File: src/rtl/pdp_shift_pkg.sv
package pdp_shift_pkg;
   typedef enum logic {
      LAYOUT_WIDE   = 1'b0,
      LAYOUT_NARROW = 1'b1
   } layout_e;

   typedef enum logic {
      DIR_UP   = 1'b0,
      DIR_DOWN = 1'b1
   } dir_e;
endpackage

File: src/rtl/pdp_lane_array.sv
module pdp_lane_array
   import pdp_shift_pkg::*;
#(
   parameter int unsigned LANES = 6,
   parameter int unsigned DEPTH = 16
) (
   input  logic                     clk,
   input  logic                     rst_n,
   input  logic                     shift_en,
   input  layout_e                  layout,
   input  dir_e                     dir,
   input  logic [LANES-1:0]         din,
   output logic [LANES*DEPTH-1:0]   q
);
   localparam int unsigned WIDTH  = LANES * DEPTH;
   localparam int unsigned NLANES = LANES / 2;

   logic [WIDTH-1:0] nxt;

   for (genvar i = 0; i < WIDTH; i++) begin : g_stage
      logic up_w, up_n, dn_w, dn_n;

      if (i < LANES) begin : g_up_w_in
         assign up_w = din[i];
      end else begin : g_up_w_sh
         assign up_w = q[i-LANES];
      end

      if (i < NLANES) begin : g_up_n_in
         assign up_n = din[i];
      end else begin : g_up_n_sh
         assign up_n = q[i-NLANES];
      end

      if (i >= WIDTH - LANES) begin : g_dn_w_in
         assign dn_w = din[i-(WIDTH-LANES)];
      end else begin : g_dn_w_sh
         assign dn_w = q[i+LANES];
      end

      if (i >= WIDTH - NLANES) begin : g_dn_n_in
         assign dn_n = din[i-(WIDTH-NLANES)];
      end else begin : g_dn_n_sh
         assign dn_n = q[i+NLANES];
      end

      always_comb begin
         unique case ({layout, dir})
            {LAYOUT_WIDE,   DIR_UP}   : nxt[i] = up_w;
            {LAYOUT_WIDE,   DIR_DOWN} : nxt[i] = dn_w;
            {LAYOUT_NARROW, DIR_UP}   : nxt[i] = up_n;
            default                   : nxt[i] = dn_n;
         endcase
      end
   end

   always_ff @(posedge clk) begin
      if (!rst_n) begin
         q <= '0;
      end else if (shift_en) begin
         q <= nxt;
      end
   end
endmodule

File: src/rtl/pdp_fill_counter.sv
module pdp_fill_counter
   import pdp_shift_pkg::*;
#(
   parameter int unsigned DEPTH_WIDE   = 16,
   parameter int unsigned DEPTH_NARROW = 32
) (
   input  logic    clk,
   input  logic    rst_n,
   input  logic    shift_en,
   input  layout_e layout,
   output logic    full
);
   localparam int unsigned CW = $clog2(DEPTH_NARROW + 1);
   localparam logic [CW-1:0] LAST_WIDE   = CW'(DEPTH_WIDE - 1);
   localparam logic [CW-1:0] LAST_NARROW = CW'(DEPTH_NARROW - 1);

   logic [CW-1:0] cnt;
   logic [CW-1:0] last;

   assign last = (layout == LAYOUT_NARROW) ? LAST_NARROW : LAST_WIDE;

   always_ff @(posedge clk) begin
      if (!rst_n) begin
         cnt  <= '0;
         full <= 1'b0;
      end else if (shift_en) begin
         if (cnt == last) begin
            cnt  <= '0;
            full <= 1'b1;
         end else begin
            cnt  <= cnt + 1'b1;
            full <= 1'b0;
         end
      end
   end
endmodule

File: src/rtl/pdp_line_shifter.sv
module pdp_line_shifter
   import pdp_shift_pkg::*;
#(
   parameter int unsigned LANES = 6,
   parameter int unsigned DEPTH = 16
) (
   input  logic                   clk,
   input  logic                   rst_n,
   input  logic                   shift_en,
   input  logic                   narrow_mode,
   input  logic                   reverse,
   input  logic [LANES-1:0]       din,
   output logic [LANES*DEPTH-1:0] line_q,
   output logic                   line_full
);
   localparam int unsigned NARROW_DEPTH = DEPTH * 2;

   if (LANES < 2 || (LANES % 2) != 0) begin : g_bad_lanes
      $error("LANES must be even and at least 2");
   end
   if (DEPTH < 1) begin : g_bad_depth
      $error("DEPTH must be at least 1");
   end

   layout_e layout;
   dir_e    dir;

   assign layout = layout_e'(narrow_mode);
   assign dir    = dir_e'(reverse);

   pdp_lane_array #(
      .LANES (LANES),
      .DEPTH (DEPTH)
   ) i_array (
      .clk      (clk),
      .rst_n    (rst_n),
      .shift_en (shift_en),
      .layout   (layout),
      .dir      (dir),
      .din      (din),
      .q        (line_q)
   );

   pdp_fill_counter #(
      .DEPTH_WIDE   (DEPTH),
      .DEPTH_NARROW (NARROW_DEPTH)
   ) i_fill (
      .clk      (clk),
      .rst_n    (rst_n),
      .shift_en (shift_en),
      .layout   (layout),
      .full     (line_full)
   );
endmodule

File: config.mk
export PLATFORM = sky130hd
export DESIGN_NAME = pdp_line_shifter
export DESIGN_NICKNAME = d
export VERILOG_FILES = /design/src/rtl/pdp_shift_pkg.sv /design/src/rtl/pdp_lane_array.sv /design/src/rtl/pdp_fill_counter.sv /design/src/rtl/pdp_line_shifter.sv
export SDC_FILE = /design/constraint.sdc
export NUM_CORES = 1
export LEC_CHECK = 0
export BUFFER_PORTS_ARGS = -buffer_cell sky130_fd_sc_hd__buf_2
export CAP_MARGIN = 0
export CORE_MARGIN = 3
export CORE_UTILIZATION = 55
export CTS_CLUSTER_SIZE = 16
export DETAILED_ROUTE_END_ITERATION = 7
export PLACE_DENSITY_LB_ADDON = 0.25
export SYNTH_ARGS = -nofsm -noshare
export SYNTH_HDL_FRONTEND = slang
export SYNTH_SLANG_ARGS = --single-unit
File: constraint.sdc
create_clock -name clk -period 3 [get_ports clk]
set_input_delay 0.3 -clock clk [delete_from_list [all_inputs] [get_ports clk]]
set_output_delay 0.3 -clock clk [all_outputs]
set_load 0.05 [all_outputs]
== Word level (Yosys, flattened, before mapping) ==
Cells that the tools add are included.

* Add/sub/neg operators: 1
* Equal/unequal tests: 3
* Multiplexer cells: 99
* Reductions and logical operators: 2

{| class="wikitable"
|+ Operator list
! cell !! number
|-
| case mux 1 bit (3 select lines) || 93
|-
| adder 6 x 1 -> 6 bit (second input constant) || 1
|-
| equality test 6 bit || 1
|-
| 2-to-1 mux 6 bit || 1
|-
| case mux 1 bit (2 select lines) || 3
|-
| 2-to-1 mux 5 bit || 1
|-
| equality test 2 x 1 -> 1 bit (second input constant) || 1
|-
| equality test 2 bit (second input constant) || 1
|-
| zero test 2 bit || 1
|-
| OR reduction 2 bit || 1
|-
| 2-to-1 mux 1 bit || 1
|}

* Flip-flop bits (word level): 103
* Output and inout port bits: 97

== Longest topological paths before layout ==
Gate-level depths: netlist of the first run.

* Depth in word-level cells: 3
* Gate-level depth with buffers: 5
* Mapped depth without buffers: 4

== Modules after synthesis ==
Synthesis of the first run repeated with hierarchy kept, for this count alone.

* Cell total of the unflattened synthesis: 675
* Area, all modules: 5760.5 µm²

{| class="wikitable"
|+ Modules (own cells, without submodules)
! module !! times used !! cells each !! area an instance (µm²) !! sequential area each (µm²)
|-
| pdp_lane_array || 1 || 642 || 5426.5 || 1921.8
|-
| pdp_fill_counter || 1 || 33 || 334.1 || 140.1
|}

== Least setup slack after synthesis of the first run ==
No wires, ideal clock.

* Path kind: register -> register
* From: register i_array.q[84]
* To: register i_array.q[87]
* Arrival time: 1.092 ns
* Data required time: 2.917 ns
* Slack: 1.826 ns
* Cell stages (with the launch flop): 4
* Period minus slack after synthesis: 1.174 ns
* Cells stage by stage: dfxtp_1 -> nor2b_1 -> a21oi_1 -> o221ai_1

* Word-level cells in the longest chain between the ends: 1

{| class="wikitable"
|+ Ends and longest elaborated chain
! element !! RTL line !! RTL
|-
| from (decl) || pdp_lane_array.sv:13 || <nowiki>output logic [LANES*DEPTH-1:0] q</nowiki>
|-
| from (signal assigned) || pdp_lane_array.sv:61 || <nowiki>q <= nxt;</nowiki>
|-
| case mux 1 bit (3 select lines) || pdp_lane_array.sv:48 || <nowiki>unique case ({layout, dir})</nowiki>
|}

Every way passes these cells.
A chain may end at the register's enable or synchronous reset.

==> metrics.md, run 1 <==
| Metric | Value |
|---|---|
| Share of layout cells above drive strength 1 | 18.26% |
| Post-synthesis sequential area ratio | 35.46% |
| Final ANT Viol Nets | 0 |
| Mapped cell area | 0.005814 mm^2 |
| RSZ-0062 raised after global routing | no |
| Overflow after GRT | 0 |
| ANT cells | 0 |
| Setup Buffers After CTS | 0 |
| Nature of the critical path startpoint | primary input |
| # setup viols final | 0 |
| Clock Latency Late Sink | 370 ps |
| Reg clk slew, reported paths | 90 ps |
| Peak Freq | 618.9 MHz |
| Total power | 0.002615 W |
| Worst Skew | 10.17 ps |
| Critical path data required time | 3300 ps |
| Port Buffers | 107 |
| MaxCap Viol Count | 0 |
| Most common cell after layout, fill and taps aside | a21oi_1 |
| Fillcell total | 892 |
| Clock Tree Root | clkbuf_8 |
| Clk sink count | 103 |
| Starting density of the core | 57.88% |
| Final hold vios | 0 |
| Via density per instance | 6.431 |
| Worst min-delay path startpoint | din[0] |
| CTS tree | built |
| Outcome | complete, no violations |
| DR WL/cell | 17.88 um |
| CP arrival | 1920 ps |
| Synthesized Nets | 700 |
| Setup_tns | 0 ps |
| VDD IR max | 0.2081 mV |
| Crit-path max FO | 60 |
| Worst r2r src | i_fill.cnt[4] |
| FP Rows | 36 |
| Height of the die | 108.8 um |
| Commonest cells after routing, fill and taps aside | a21oi_1, buf_2, dfxtp_1, nand3b_1, o221ai_1 |
| Period utilisation layout | 53.86% |
| Distinct cells, synth | 27 |
| Non-filler cells, final | 878 |
| Die Wd | 108.8 um |
| Post-CTS sizing | 0 |
| Global-route wire length before repair | 25540 um |
| Clk buf depth | 2 |
| Drt initial violations | 550 |
| Worst Hold Class | primary input to flop |
| Cells after Synth | 688 |
| Max-slew violation count | 0 |
| Worst slew margin | 45.46% |
| Detailed Place HPWL | 10050 um |
| Largest net degree at the start of global routing | 107 |
| Total Routing Usage GR | 26.17% |
| P per Cell Area | 403.5 mW/mm^2 |
| Router iterations before antenna repair | 7 |
| Placed insts | 862 |
| Minimum clock period | 1616 ps |
| Core ar. | 0.01004 mm^2 |
| Ports | 108 |
| Area Growth Syn to Fin | 11.47% |
| Vias after detailed routing | 5646 |
| P_leak | 2.307 nW |
| CTS buffer count | 9 |
| Fin nets | 752 |
| Flops & latches, synth | 103 |
| Die area | 0.01184 mm^2 |
| CP startpoint | rst_n |
| RePlAce Congestion | 0.8716 |
| Worst-margin pin slew | 818.1 ps |
| Warnings, synthesis | 0 |
| Hold_buf cts | 0 |
| Mean Syn Cell Area | 8.451 um^2 |
| DRT Wirelength | 15700 um |
| Drc violations | 0 |
| Antenna violations before repair | 0 |
| Worst Setup End Kind | flop |
| WS Path Type | primary input to flop |
| Vias in the first global route | 5073 |
| H-Tree Level Count | 3 |
==> power by group <==
| part | switching (W) | total (W) | internal, W |
|---|---|---|---|
| registers | 0.0000135 | 0.00139 | 0.00138 |
| clock network | 0.000487 | 0.000977 | 0.000490 |
| logic | 0.000182 | 0.000247 | 0.0000651 |
| total | 0.000682 | 0.00262 | 0.00193 |
==> logic make-up after synthesis <==
logic type | after synthesis | synth area share, %
AO/OA/AOI/OAI | 287 | 30.97
XOR/XNOR | 2 | 0.4305
adder cells (fa/ha/maj) | 1 | 0.2152
buffers and inverters | 76 | 6.499
flip-flops | 103 | 35.46
multiplexers | 9 | 1.549
AND/OR/NAND/NOR | 210 | 24.88
==> layer usage <==
layer  vias to the layer above  global-route usage, %  wire [um]
met3                        17                  3.908        918
met1                      2705                  36.87       7062
li1                       2728                      -          -
met5                         -                      0          0
met4                         0                  7.935        174
met2                       196                  41.48       7540
==> stage by stage <==
stage               area, um^2  setup WS [ps]  utilization, %  hold slack (ps)
global route              6481           1205           64.52            278.5
global placement          6260           1058           62.32            491.4
floorplan                 5814           1826               -            476.8
CTS                       6481           1407           64.52            249.4
finish                    6481           1384           64.52            257.7
detailed placement        6260           1016           62.32            484.3
==> worst paths after layout <==
kind / endpoint / slack, ps / cells past startpoint
setup / recovery: i_array.q[0] / 1380 / 5
hold / removal: i_array.q[0] / 260 / 3
setup reg to reg: i_fill.full / 1710 / 3
hold reg to reg: i_array.q[0] / 510 / 2
==> layout make-up <==
type	count	area (um^2)	share of cell area, %
Clock buffer	10	137.6	2.124
Sequential cell	103	2062	31.81
Multi-Input combinational cell	509	3387	52.26
Tap cell	133	166.4	2.568
Clock inverter	6	83.83	1.293
Timing Repair Buffer	117	644.4	9.942
==> registers in the layout (all words and copies together), names as in the netlist <==
register and cells:
i_fill.cnt 6, i_array.q 96, i_fill.full 1
==> critical path: stages <==
cell and delay, ps:
buf_4 500, buf_4 590, and2_1 270, o21ai_0 110
o21ai_1 140
==> cells in the mapped netlist <==
cell,n,area [um^2]
a21oi_1,180,900.9
o21bai_1,1,7.510
buf_6,2,22.52
buf_1,4,15.01
ha_1,1,12.51
nand3b_1,102,765.7
o41ai_1,1,8.760
o211ai_1,1,7.510
clkbuf_1,18,67.56
o21ai_0,3,15.01
nand3_1,4,20.02
nand4_1,2,12.51
nor2b_1,91,569.3
buf_4,5,37.54
xor2_2,1,16.27
o21ai_1,6,30.03
xnor2_1,1,8.760
buf_2,47,235.2
mux2i_1,9,90.09
a22o_1,1,8.760
and2_1,5,31.28
nor4b_4,1,23.77
o221ai_1,93,814.5
dfxtp_1,103,2062
nand2b_1,2,12.51
nand2_1,3,11.26
o31ai_1,1,7.510
Note: power is estimated with default switching activity, not from simulation.
==> inputs of run 2 (changes only) <==
Clock period 3 ns to 1.5 ns, I/O delays scaled along.
==> run 2 against run 1 <==
Against the previous run: global-route usage increased by 0.34 points; largest power group unchanged; sequential power increased by 100%; critical endpoint is now line_q[39]; worst hold slack got worse by 130 ps; cell area increased by 0.73%; highest routed layer unchanged; via count increased by 0.73%; sequential share of layout area decreased by 0.23 points.
==> metrics.md, run 2 (synthesis results as in run 1) <==
| Metric | Value |
|---|---|
| Placement Setup Slack | 277.6 ps |
| Largest net degree at the start of global routing | 98 |
| Crit-path max FO | 5 |
| Port Buffers | 107 |
| Most flops, register | i_array.q |
| Final ANT Viol Nets | 0 |
| Placed insts | 865 |
| RePlAce Congestion | 0.8206 |
| Die area | 0.01184 mm^2 |
| Post-CTS sizing | 0 |
| Core ar. | 0.01004 mm^2 |
| Vias after detailed routing | 5687 |
| # setup viols final | 0 |
| CTS tree | built |
| CP startpoint | i_array.q[39] |
| Minimum clock period | 1296 ps |
| CP peak stage delay | 470 ps |
| Crit path buffers/inverters | 1 |
| Setup Buffers After CTS | 0 |
| Worst-margin pin slew | 481.8 ps |
| Max FFs per register | 96 |
| P_leak | 2.326 nW |
| Antenna violations before repair | 0 |
| Peak Freq | 771.7 MHz |
| FF-to-FF path depth | 3 |
| Area Growth Syn to Fin | 12.29% |
| Nature of the critical path startpoint | flop |
| MaxCap Viol Count | 0 |
| Final setup margin | 204.2 ps |
| Reg clk slew, reported paths | 100 ps |
| ANT cells | 0 |
| Ports | 108 |
| Most common cell after layout, fill and taps aside | a21oi_1 |
| Height of the die | 108.8 um |
| Drc violations | 0 |
| Detailed Place HPWL | 10060 um |
| Fin nets | 755 |
| Hold_ws | 130.9 ps |
| RSZ-0062 raised after global routing | no |
| Final hold vios | 0 |
| CP endpoint | line_q[39] |
| Setup_tns | 0 ps |
| H-Tree Level Count | 3 |
| WS Path Type | flop to primary output |
| Router iterations before antenna repair | 6 |
| Critical path cell sequence | buf_2 |
| Worst Setup End Kind | primary output |
| Critical path data required time | 1350 ps |
| Commonest cells after routing, fill and taps aside | a21oi_1, buf_2, dfxtp_1, nand3b_1, o221ai_1 |
| Clock Latency Late Sink | 370 ps |
| Max-slew violation count | 0 |
| Drt initial violations | 438 |
| Global-route wire length before repair | 26010 um |
| Worst Hold Class | primary input to flop |
| Worst r2r src | i_fill.cnt[0] |
| Clk buf depth | 2 |
| Worst Skew | 14.64 ps |
| Non-filler cells, final | 881 |
| Hold_buf cts | 0 |
| Share of layout cells above drive strength 1 | 18.45% |
| Reg2reg end | i_fill.full |
| Clk sink count | 103 |
| Top Registers | i_array.q (96), i_fill.cnt (6), i_fill.full (1) |
| Die Wd | 108.8 um |
| P per Cell Area | 752.7 mW/mm^2 |
| Outcome | complete, no violations |
| R2R Setup Slk | 240 ps |
| Starting density of the core | 57.88% |
| Slowest cell on crit path | dfxtp_1 |
| VDD IR max | 0.4067 mV |
| Total Routing Usage GR | 26.52% |
| Via density per instance | 6.455 |
| DRT Wirelength | 15600 um |
| Family with the most delay on the worst path | flip-flops |
| Clock Tree Root | clkbuf_8 |
| DR WL/cell | 17.71 um |
| Period utilisation layout | 86.39% |
| WP depth | 1 |
| Vias in the first global route | 5306 |
| CP arrival | 1150 ps |
| Worst slew margin | 67.88% |
| Overflow after GRT | 0 |
| FP Rows | 36 |
| CTS buffer count | 9 |
[run 2: changes by cell type in the layout (fill, tap and decap cells not counted)]
cell        delta
clkinvlp_4     +1
clkinv_2       -1
buf_12         +6
buf_4          -3
clkbuf_1       +1
clkbuf_8       -1
inv_6          +2
bufinv_16      -2
[run 2: tightest hold or removal path, cell delays in order]
cell	delay, ps
buf_2	120
o21ai_0	80
o21ai_1	110
[run 2: per-layer routing]
metal | up-vias | GRT usage, % | share of wire [%] | routed length, um
met5 | - | 0 | 0 | 0
li1 | 2745 | - | - | -
met4 | 0 | 6.763 | 1.1 | 167
met2 | 190 | 41.66 | 46 | 7223
met1 | 2735 | 37.60 | 46 | 7181
met3 | 17 | 4.914 | 6.6 | 1028
[run 2: stage by stage]
step	instance area (um^2)	power [W]	utilization (%)
after CTS	6529	0.004942	65.00
after global placement	6357	0.003350	63.29
final	6529	0.004914	65.00
after global routing	6529	0.005092	65.00
after detailed placement	6357	0.003363	63.29
after floorplan	5814	0.003246	-
[run 2: layout make-up]
class | count | area (um^2)
fillers | 868 | 3516
multi-input cells | 509 | 3387
clock buffers | 10 | 127.6
clock inverters | 6 | 43.79
well taps | 133 | 166.4
repair buffers | 120 | 742.0
flip-flops and latches | 103 | 2062
[run 2: worst min-delay path by stage]
stage,start,end,depth (start not counted)
finish,din[2],i_array.q[2],3
floorplan,din[0],i_array.q[0],2
global route,din[2],i_array.q[2],3
CTS,din[2],i_array.q[2],3
detailed placement,i_array.q[1],i_array.q[1],2
global placement,din[2],i_array.q[2],3
[run 2: where the power goes]
group,internal [W],switching (W),leakage [nW]
Clock,0.000615,0.000993,0.0870
Combinational,0.000153,0.000369,1.41
Sequential,0.00276,0.0000278,0.831
